**src/rtl/muxbus_pkg.sv**
```systemverilog
package muxbus_pkg;
  localparam int WORD_W  = 16;
  localparam int LANE_W  = 8;
  localparam int LANES   = WORD_W / LANE_W;

  // Merge new data into an old word, lane by lane, where an enable bit of 0 selects the new lane.
  function automatic logic [WORD_W-1:0] lane_merge(input logic [WORD_W-1:0] old_w,
                                                   input logic [WORD_W-1:0] new_w,
                                                   input logic [LANES-1:0]  en_n);
    logic [WORD_W-1:0] r;
    r = old_w;
    for (int l = 0; l < LANES; l++) begin
      if (!en_n[l]) r[l*LANE_W +: LANE_W] = new_w[l*LANE_W +: LANE_W];
    end
    return r;
  endfunction
endpackage

```
**src/rtl/muxbus_sync.sv**
```systemverilog
module muxbus_sync #(
  parameter int          W       = 1,
  parameter logic [W-1:0] RST_VAL = '0
) (
  input  logic         clk,
  input  logic         rst_n,
  input  logic [W-1:0] async_i,
  output logic [W-1:0] sync_o
);
  logic [W-1:0] meta_q;
  logic [W-1:0] sync_q;

  always_ff @(posedge clk or negedge rst_n) begin
    if (!rst_n) begin
      meta_q <= RST_VAL;
      sync_q <= RST_VAL;
    end else begin
      meta_q <= async_i;
      sync_q <= meta_q;
    end
  end

  assign sync_o = sync_q;
endmodule

```
**src/rtl/muxbus_regfile.sv**
```systemverilog
module muxbus_regfile
  import muxbus_pkg::*;
#(
  parameter int DEPTH = 16,
  localparam int IDX_W = $clog2(DEPTH)
) (
  input  logic              clk,
  input  logic              rst_n,
  input  logic              wr_en,
  input  logic [IDX_W-1:0]  wr_idx,
  input  logic [WORD_W-1:0] wr_data,
  input  logic [LANES-1:0]  wr_be_n,
  input  logic [IDX_W-1:0]  rd_idx,
  output logic [WORD_W-1:0] rd_data
);
  logic [WORD_W-1:0] mem_q [DEPTH];

  for (genvar g = 0; g < DEPTH; g++) begin : g_word
    always_ff @(posedge clk or negedge rst_n) begin
      if (!rst_n) begin
        mem_q[g] <= '0;
      end else if (wr_en && (wr_idx == IDX_W'(g))) begin
        mem_q[g] <= lane_merge(mem_q[g], wr_data, wr_be_n);
      end
    end
  end

  assign rd_data = mem_q[rd_idx];
endmodule

```
**src/rtl/muxbus_psram_slave.sv**
```systemverilog
module muxbus_psram_slave
  import muxbus_pkg::*;
#(
  parameter int DEPTH = 16,
  localparam int IDX_W = $clog2(DEPTH)
) (
  input  logic              clk,
  input  logic              rst_n,
  input  logic [WORD_W-1:0] bus_in,
  output logic [WORD_W-1:0] bus_out,
  output logic              bus_oe,
  input  logic              adv_n,
  input  logic              ce_n,
  input  logic              oe_n,
  input  logic              we_n,
  input  logic [LANES-1:0]  be_n
);
  // synchronized strobes, order {adv, ce, oe, we}
  logic [3:0]        strb_s;
  logic              adv_s, ce_s, oe_s, we_s;
  logic [LANES-1:0]  be_s;
  logic [WORD_W-1:0] dat_s;

  muxbus_sync #(.W(4), .RST_VAL(4'b1111)) u_strb_sync (
    .clk(clk), .rst_n(rst_n), .async_i({adv_n, ce_n, oe_n, we_n}), .sync_o(strb_s));
  muxbus_sync #(.W(LANES), .RST_VAL({LANES{1'b1}})) u_be_sync (
    .clk(clk), .rst_n(rst_n), .async_i(be_n), .sync_o(be_s));
  muxbus_sync #(.W(WORD_W), .RST_VAL('0)) u_dat_sync (
    .clk(clk), .rst_n(rst_n), .async_i(bus_in), .sync_o(dat_s));

  assign {adv_s, ce_s, oe_s, we_s} = strb_s;

  // one extra stage for edge detection; the address lane stage is aligned with it
  logic             adv_d, we_d;
  logic [IDX_W-1:0] adr_d;
  always_ff @(posedge clk or negedge rst_n) begin
    if (!rst_n) begin
      adv_d <= 1'b1;
      we_d  <= 1'b1;
      adr_d <= '0;
    end else begin
      adv_d <= adv_s;
      we_d  <= we_s;
      adr_d <= dat_s[IDX_W-1:0];
    end
  end

  // named events, visible to the checker
  logic adr_capture, wr_commit, rd_req;
  assign adr_capture = adv_s & ~adv_d & ~ce_s;
  assign wr_commit   = ~we_s & we_d & ~ce_s;
  assign rd_req      = ~ce_s & ~oe_s;

  logic [IDX_W-1:0] addr_q;
  always_ff @(posedge clk or negedge rst_n) begin
    if (!rst_n)           addr_q <= '0;
    else if (adr_capture) addr_q <= adr_d;
  end

  logic [WORD_W-1:0] rd_word;
  muxbus_regfile #(.DEPTH(DEPTH)) u_regfile (
    .clk(clk), .rst_n(rst_n),
    .wr_en(wr_commit), .wr_idx(addr_q), .wr_data(dat_s), .wr_be_n(be_s),
    .rd_idx(addr_q), .rd_data(rd_word));

  logic              oe_q;
  logic [WORD_W-1:0] out_q;
  always_ff @(posedge clk or negedge rst_n) begin
    if (!rst_n) begin
      oe_q  <= 1'b0;
      out_q <= '0;
    end else begin
      oe_q  <= rd_req;
      out_q <= rd_req ? rd_word : '0;
    end
  end

  assign bus_oe  = oe_q;
  assign bus_out = out_q;
endmodule

```
**config.mk**
```make
export PLATFORM = sky130hd
export DESIGN_NAME = muxbus_psram_slave
export DESIGN_NICKNAME = d
export VERILOG_FILES = /design/src/rtl/muxbus_pkg.sv /design/src/rtl/muxbus_sync.sv /design/src/rtl/muxbus_regfile.sv /design/src/rtl/muxbus_psram_slave.sv
export SDC_FILE = /design/constraint.sdc
export NUM_CORES = 1
export LEC_CHECK = 0
export BUFFER_PORTS_ARGS = -buffer_cell sky130_fd_sc_hd__buf_2
export CELL_PAD_IN_SITES_DETAIL_PLACEMENT = 0
export CELL_PAD_IN_SITES_GLOBAL_PLACEMENT = 1
export CORE_AREA = 2 2 165 167
export CTS_BUF_LIST = sky130_fd_sc_hd__clkbuf_16
export DETAILED_ROUTE_END_ITERATION = 8
export DIE_AREA = 0 0 167 169
export GPL_TIMING_DRIVEN = 0
export PLACE_DENSITY_LB_ADDON = 0.1
export RECOVER_POWER = 25
export SLEW_MARGIN = 20
export SYNTH_ARGS = -nofsm -noshare
export SYNTH_HDL_FRONTEND = slang
export SYNTH_SLANG_ARGS = --single-unit
```
**constraint.sdc**
```tcl
create_clock -name clk -period 2.7 [get_ports clk]
set_clock_uncertainty 0.1 [all_clocks]
set_input_delay 0.675 -clock clk [delete_from_list [all_inputs] [get_ports clk]]
set_output_delay 0.675 -clock clk [all_outputs]
set_load 0.01 [all_outputs]
```
# --- Word-level counts from Yosys, hierarchy flattened ---
# Index checks and enable logic that the tools add are counted.
totals:
  output_inout_bits: 17
  input_bits: 24
  elab_cells: 125
  latch_bits: 0
  mem_bits_rw: 0
  n_memories: 0
  regBits: 327
  romBits: 0
classes:
  n_eq_ne: 15
  mul: 0
  n_div: 0
  shift: 0
  add_sub_neg: 0
  reduce_logical: 49
  mux: 4
  magnitude_cmp: 1
  bitwise_logic: 12
ops:
  columns: ["cell", "count"]
  rows:
  - ["binary-select mux 16 bit (select 4 bit)", 1]
  - ["AND reduction 2 bit", 32]
  - ["two-way mux 16 bit", 3]
  - ["== test 4 bit, second input constant", 8]
  - ["== test 4 x 3 -> 1 bit, second input constant", 4]
  - ["logical AND 1 bit", 16]
  - ["== test 4 x 2 -> 1 bit, second input constant", 2]
  - ["NOT 1 bit", 6]
  - ["bitwise AND 1 bit", 5]
  - [">= comparator 5 bit, second input constant", 1]
  - ["NOT 4 -> 5 bit", 1]
  - ["== test 4 x 1 -> 1 bit, second input constant", 1]
  - ["logical NOT 4 bit", 1]

# --- Logic depth before layout (Yosys ltp) ---
logic_depth:
  word_depth: 5
  depth_mapped: 7
  depth_no_buf: 3

# --- By module ---
# Synthesis repeated with hierarchy kept, for this count alone.
hier_totals:
  hier_cells: 822
  area_unflattened_um2: 13586.8
modules_own_cells:
  columns: ["module", "instances", "seq_area_each_um2", "area_per_inst_um2", "cells_each"]
  rows:
  - ["muxbus_regfile", 1, 6406.1, 11586.1, 727]
  - ["muxbus_psram_slave", 1, 678.2, 884.6, 51]
  - ["muxbus_sync at u_dat_sync", 1, 800.8, 800.8, 32]
  - ["muxbus_sync at u_strb_sync", 1, 210.2, 210.2, 8]
  - ["muxbus_sync at u_be_sync", 1, 105.1, 105.1, 4]

# --- Worst setup path after synthesis ---
# Ideal clock, no wire load.
synth_path:
  path_kind: "flip-flop to flip-flop"
  from: "register u_strb_sync.sync_q[2] (netlist: u_strb_sync.sync_o[2])"
  to: "register u_regfile.mem_q[176] in the netlist's numbering"
  path_stages_with_launch: 6
  synth_period_minus_slack_ps: 2046
  arrival_ps: 1822
  n_path_buf: 2
  setup_time_ps: 125
  slack_ps: 654
  required_time_ps: 2475
  path_cell_list: "dfstp_2 buf_6 or4b_4 buf_6 nor3_4 mux2_2"
synth_between:
  elab_chain_len: 4
synth_lines:
  columns: ["item", "line", "text"]
  rows:
  - ["start, declared", "muxbus_sync.sv:11", "logic [W-1:0] sync_q;"]
  - ["start signal, assigned", "muxbus_sync.sv:19", "sync_q <= meta_q;"]
  - ["NOT 1 bit", "muxbus_psram_slave.sv:51", "assign wr_commit = ~we_s & we_d & ~ce_s;"]
  - ["bitwise AND 1 bit", "muxbus_psram_slave.sv:51", null]
  - ["logical AND 1 bit", "muxbus_regfile.sv:22", "end else if (wr_en && (wr_idx == IDX_W'(g))) begin"]
  - ["AND reduction 2 bit (no line)", null, null]
  - ["end signal, assigned by index", "muxbus_regfile.sv:23", "mem_q[g] <= lane_merge(mem_q[g], wr_data, wr_be_n);"]
  - ["end, declared", "muxbus_regfile.sv:16", "logic [WORD_W-1:0] mem_q [DEPTH];"]
# No other way between the ends.
# A chain may end at the register's enable or synchronous reset.

# --- Final worst setup path ---
layout_path:
  from: "register addr_q[1]"
  to: "register out_q[1] (netlist: bus_out[1])"
layout_between:
  elab_chain_len: 5
layout_lines:
  columns: ["item", "line", "text"]
  rows:
  - ["start, declared", "muxbus_psram_slave.sv:54", "logic [IDX_W-1:0] addr_q;"]
  - ["start signal, assigned", "muxbus_psram_slave.sv:57", "else if (adr_capture) addr_q <= adr_d;"]
  - ["NOT 4 -> 5 bit (not written as such)", "muxbus_regfile.sv:28", "assign rd_data = mem_q[rd_idx];"]
  - ["binary-select mux 16 bit (select 4 bit)", "muxbus_regfile.sv:28", null]
  - ["two-way mux 16 bit (not written as such) (2 in a row)", "muxbus_regfile.sv:28", null]
  - ["two-way mux 16 bit", "muxbus_psram_slave.sv:74", "out_q <= rd_req ? rd_word : '0;"]
  - ["end signal, assigned", "muxbus_psram_slave.sv:74", null]
  - ["end, declared", "muxbus_psram_slave.sv:67", "logic [WORD_W-1:0] out_q;"]
# No other way between the ends. The select of a mux whose other input is x is not followed.

==> metrics.txt <==
crit path DAT=2910 ps; Post-Route WL=32,400 um; Flop pwr share=0.471; Vias/cell=5.95; global-route wire length before repair=51,200 um; CTS buffer count=36; Post-synth ARST share=1.00; Yosys cell types=31; run status=complete, no violations; Critical Path Source Type=register; vias in the first global route=8,704; clk_lat worst skew=about 510 ps; Worst Path Required=roughly 3000 ps; Die Wd=about 170 um; Overflow after GRT=0; Final Hold Viols=0; Longest Clk Path Bufs=3; setup violators final=0; Power Density=810 nW/um^2; drc violations=0; fraction of layout cells with a size suffix above 1=0.487; post-route ant nets=0; Critical R2R Launch=addr_q[1]; Tmin final=2640 ps; worst-margin pin slew=1420 ps; nets=969; top cell type's share of synthesized area=0.567; number of flops mapped to enable cells by yosys=0; clk slew on worst S/H paths=60 ps; Slew HR=0.0518; GP Congestion=0.808; Seq cells post-synth=approximately 330; period utilisation layout=0.978; via count=7,794; Die Area=about 28,000 um^2; Hold Path Class=in2reg; Pleak=0.00748 uW; CTS tree=yes; synthesized area=between 10,000 and 15,000 um^2; Port Buffers=40; worst hold margin=155 ps; largest net degree at the start of global routing=110; clock share of power=0.366; switching power=3250 uW; critical path startpoint=addr_q[1]; Net Sw Frac=0.257; Die Ht=169 um; flop-to-flop setup slack=60 ps; Peak VDD IR=0.000515 V; Comb pwr share=0.163; storage element area=8200 um^2; Initial Util=0.521; DR pass1 iterations=4; fin. max-slew vios=0; Achievable Freq=379 MHz; row count=60; Root Buffer=clkbuf_16; largest cells by area after synthesis=dfrtp_1 (57%), mux2_2 (24%), mux4_2 (5.2%); # fillers=2,043; initial antenna violation count=0; Initial DRC Count=about 370; number of max-cap violations=0; Ant. Diodes=0; cell taking the most area after synthesis=dfrtp_1; r2r endpoint=bus_out[1]; CP Capture Point=bus_out[1]; # IOs=41; CP Class=reg2reg; Setup Fix Bufs, Post-CTS=0; CORE AREA=26,500 um^2; clock sinks=327; Mapped Avg Cell Area=16.0 um^2; Tot GR Track Use=0.240; most frequent cell after synthesis=dfrtp_1; synth cell count leaders=dfrtp_1 (313), mux2_2 (292), mux2i_1 (32), mux4_2 (32), clkbuf_1 (29); unrepaired setup endpoints after global routing=false; post-place setup slack=-174 ps; cells after synthesis=between 800 and 900; depth of the CTS H-tree=2; final total power=12,700 uW; CP Max Fanout=10; reg2reg path depth=5; sequential area share after synthesis=0.594; Area Overhead vs Synth=13.4%; Int Power=9430 uW; Worst Setup End Kind=register; slack of the critical path=58.9 ps; post-DP HPWL=between 20,000 and 25,000 um; multi-input logic area=5370 um^2; most used flip-flop cell after synthesis=dfrtp_1; WL per Instance=24.7 um; synth warn=0; Mapped Nets=887
==> critical path, stage by stage, from the launching register on <==
cell,delay [ps]
dfrtp_1,340
buf_2,210
clkdlybuf4s15_1,820
mux4_2,430
a22oi_1,430
o31ai_1,150
==> power by group through the flow <==
stage / combinational, uW / sequential [uW] / clock, uW
2_1_floorplan: 1510 / 5920 / 0
3_3_place_gp: 1990 / 5990 / 0
3_5_place_dp: 2090 / 6050 / 0
4_1_cts: 2100 / 5970 / 4750
5_1_grt: 2250 / 6050 / 4970
6_report: 2070 / 5970 / 4640
==> registers in the layout, summed over array words and instances (netlist names) <==
register / flops
u_be_sync.sync_o: 2
u_regfile.mem_q: 256
u_strb_sync.meta_q: 4
adr_d: 4
adv_d: 1
u_be_sync.meta_q: 2
bus_oe: 1
addr_q: 4
we_d: 1
bus_out: 16
u_dat_sync.meta_q: 16
u_strb_sync.sync_o: 4
u_dat_sync.sync_o: 16
==> per-layer routing <==
metal	routed length [um]	GRT usage	up-vias
met1	12800	0.294	4140
met2	17200	0.433	175
li1	-	-	3407
met5	0	0	-
met3	1320	0.0379	72
met4	1100	0.0881	0
==> per-stage QoR <==
stage	util	TNS, ps	cell area, um^2	std cells
after floorplan	-	0	13800	863
after global placement	0.545	-1524820	14400	1244
after detailed placement	0.548	-1040	14500	1247
after CTS	0.591	0	15700	1309
after global routing	0.591	0	15700	1309
final	0.591	0	15700	1309
==> cell usage in the layout (no fill, tap or decap), types with 3 or more instances in the layout <==
cell / synthesis / final
mux2i_1: 32 / 32
a22oi_1: 16 / 16
clkbuf_16: 0 / 37
o22ai_1: 16 / 16
bufinv_16: 0 / 3
a22o_1: 16 / 16
clkinv_1: 0 / 10
nor3_4: 14 / 14
clkbuf_1: 29 / 27
inv_1: 0 / 4
nor3b_1: 5 / 5
or3b_2: 4 / 4
buf_2: 17 / 58
dfrtp_1: 313 / 313
buf_1: 7 / 4
o31ai_1: 16 / 16
dfstp_2: 14 / 12
clkinv_2: 0 / 4
or3_1: 3 / 3
mux4_2: 32 / 32
nand3_1: 16 / 16
mux2_2: 292 / 292
==> area by class of cell <==
cell class | instances | share of cell area
flip-flops and latches | 327 | 0.524
plain buffers | 55 | 0.0166
multi-input cells | 481 | 0.343
repair buffers | 44 | 0.0181
clock buffers | 37 | 0.0591
clock inverters | 24 | 0.0120
well taps | 341 | 0.0273
==> how the worst min path moves through the flow <==
| stage | start | end | slack, ps | depth (start not counted) |
|---|---|---|---|---|
| CTS | adv_n | u_strb_sync.meta_q[3] | 140 | 1 |
| floorplan | u_dat_sync.meta_q[0] | u_dat_sync.sync_o[0] | 230 | 0 |
| detailed placement | u_dat_sync.meta_q[14] | u_dat_sync.sync_o[14] | 230 | 0 |
| finish | oe_n | u_strb_sync.meta_q[1] | 160 | 1 |
| global route | be_n[0] | u_be_sync.meta_q[0] | 140 | 1 |
| global placement | u_dat_sync.meta_q[4] | u_dat_sync.sync_o[4] | 230 | 0 |
==> repair_timing <==
item	CTS	global route
endpoints found under the hold margin	13	0
hold buffers	1	0
setup endpoints to repair	15	12
gates resized for setup	5	7
==> logic make-up (layout without fill, tap and decap cells) <==
| kind of cell | after synthesis | in the layout | synth area share |
|---|---|---|---|
| compound gates | 64 | 64 | 0.0348 |
| buf+inv | 55 | 160 | 0.0176 |
| flops | 327 | 327 | 0.594 |
| mux | 356 | 356 | 0.314 |
| simple gates | 61 | 61 | 0.0401 |
Power figures use the tool's default switching activity.
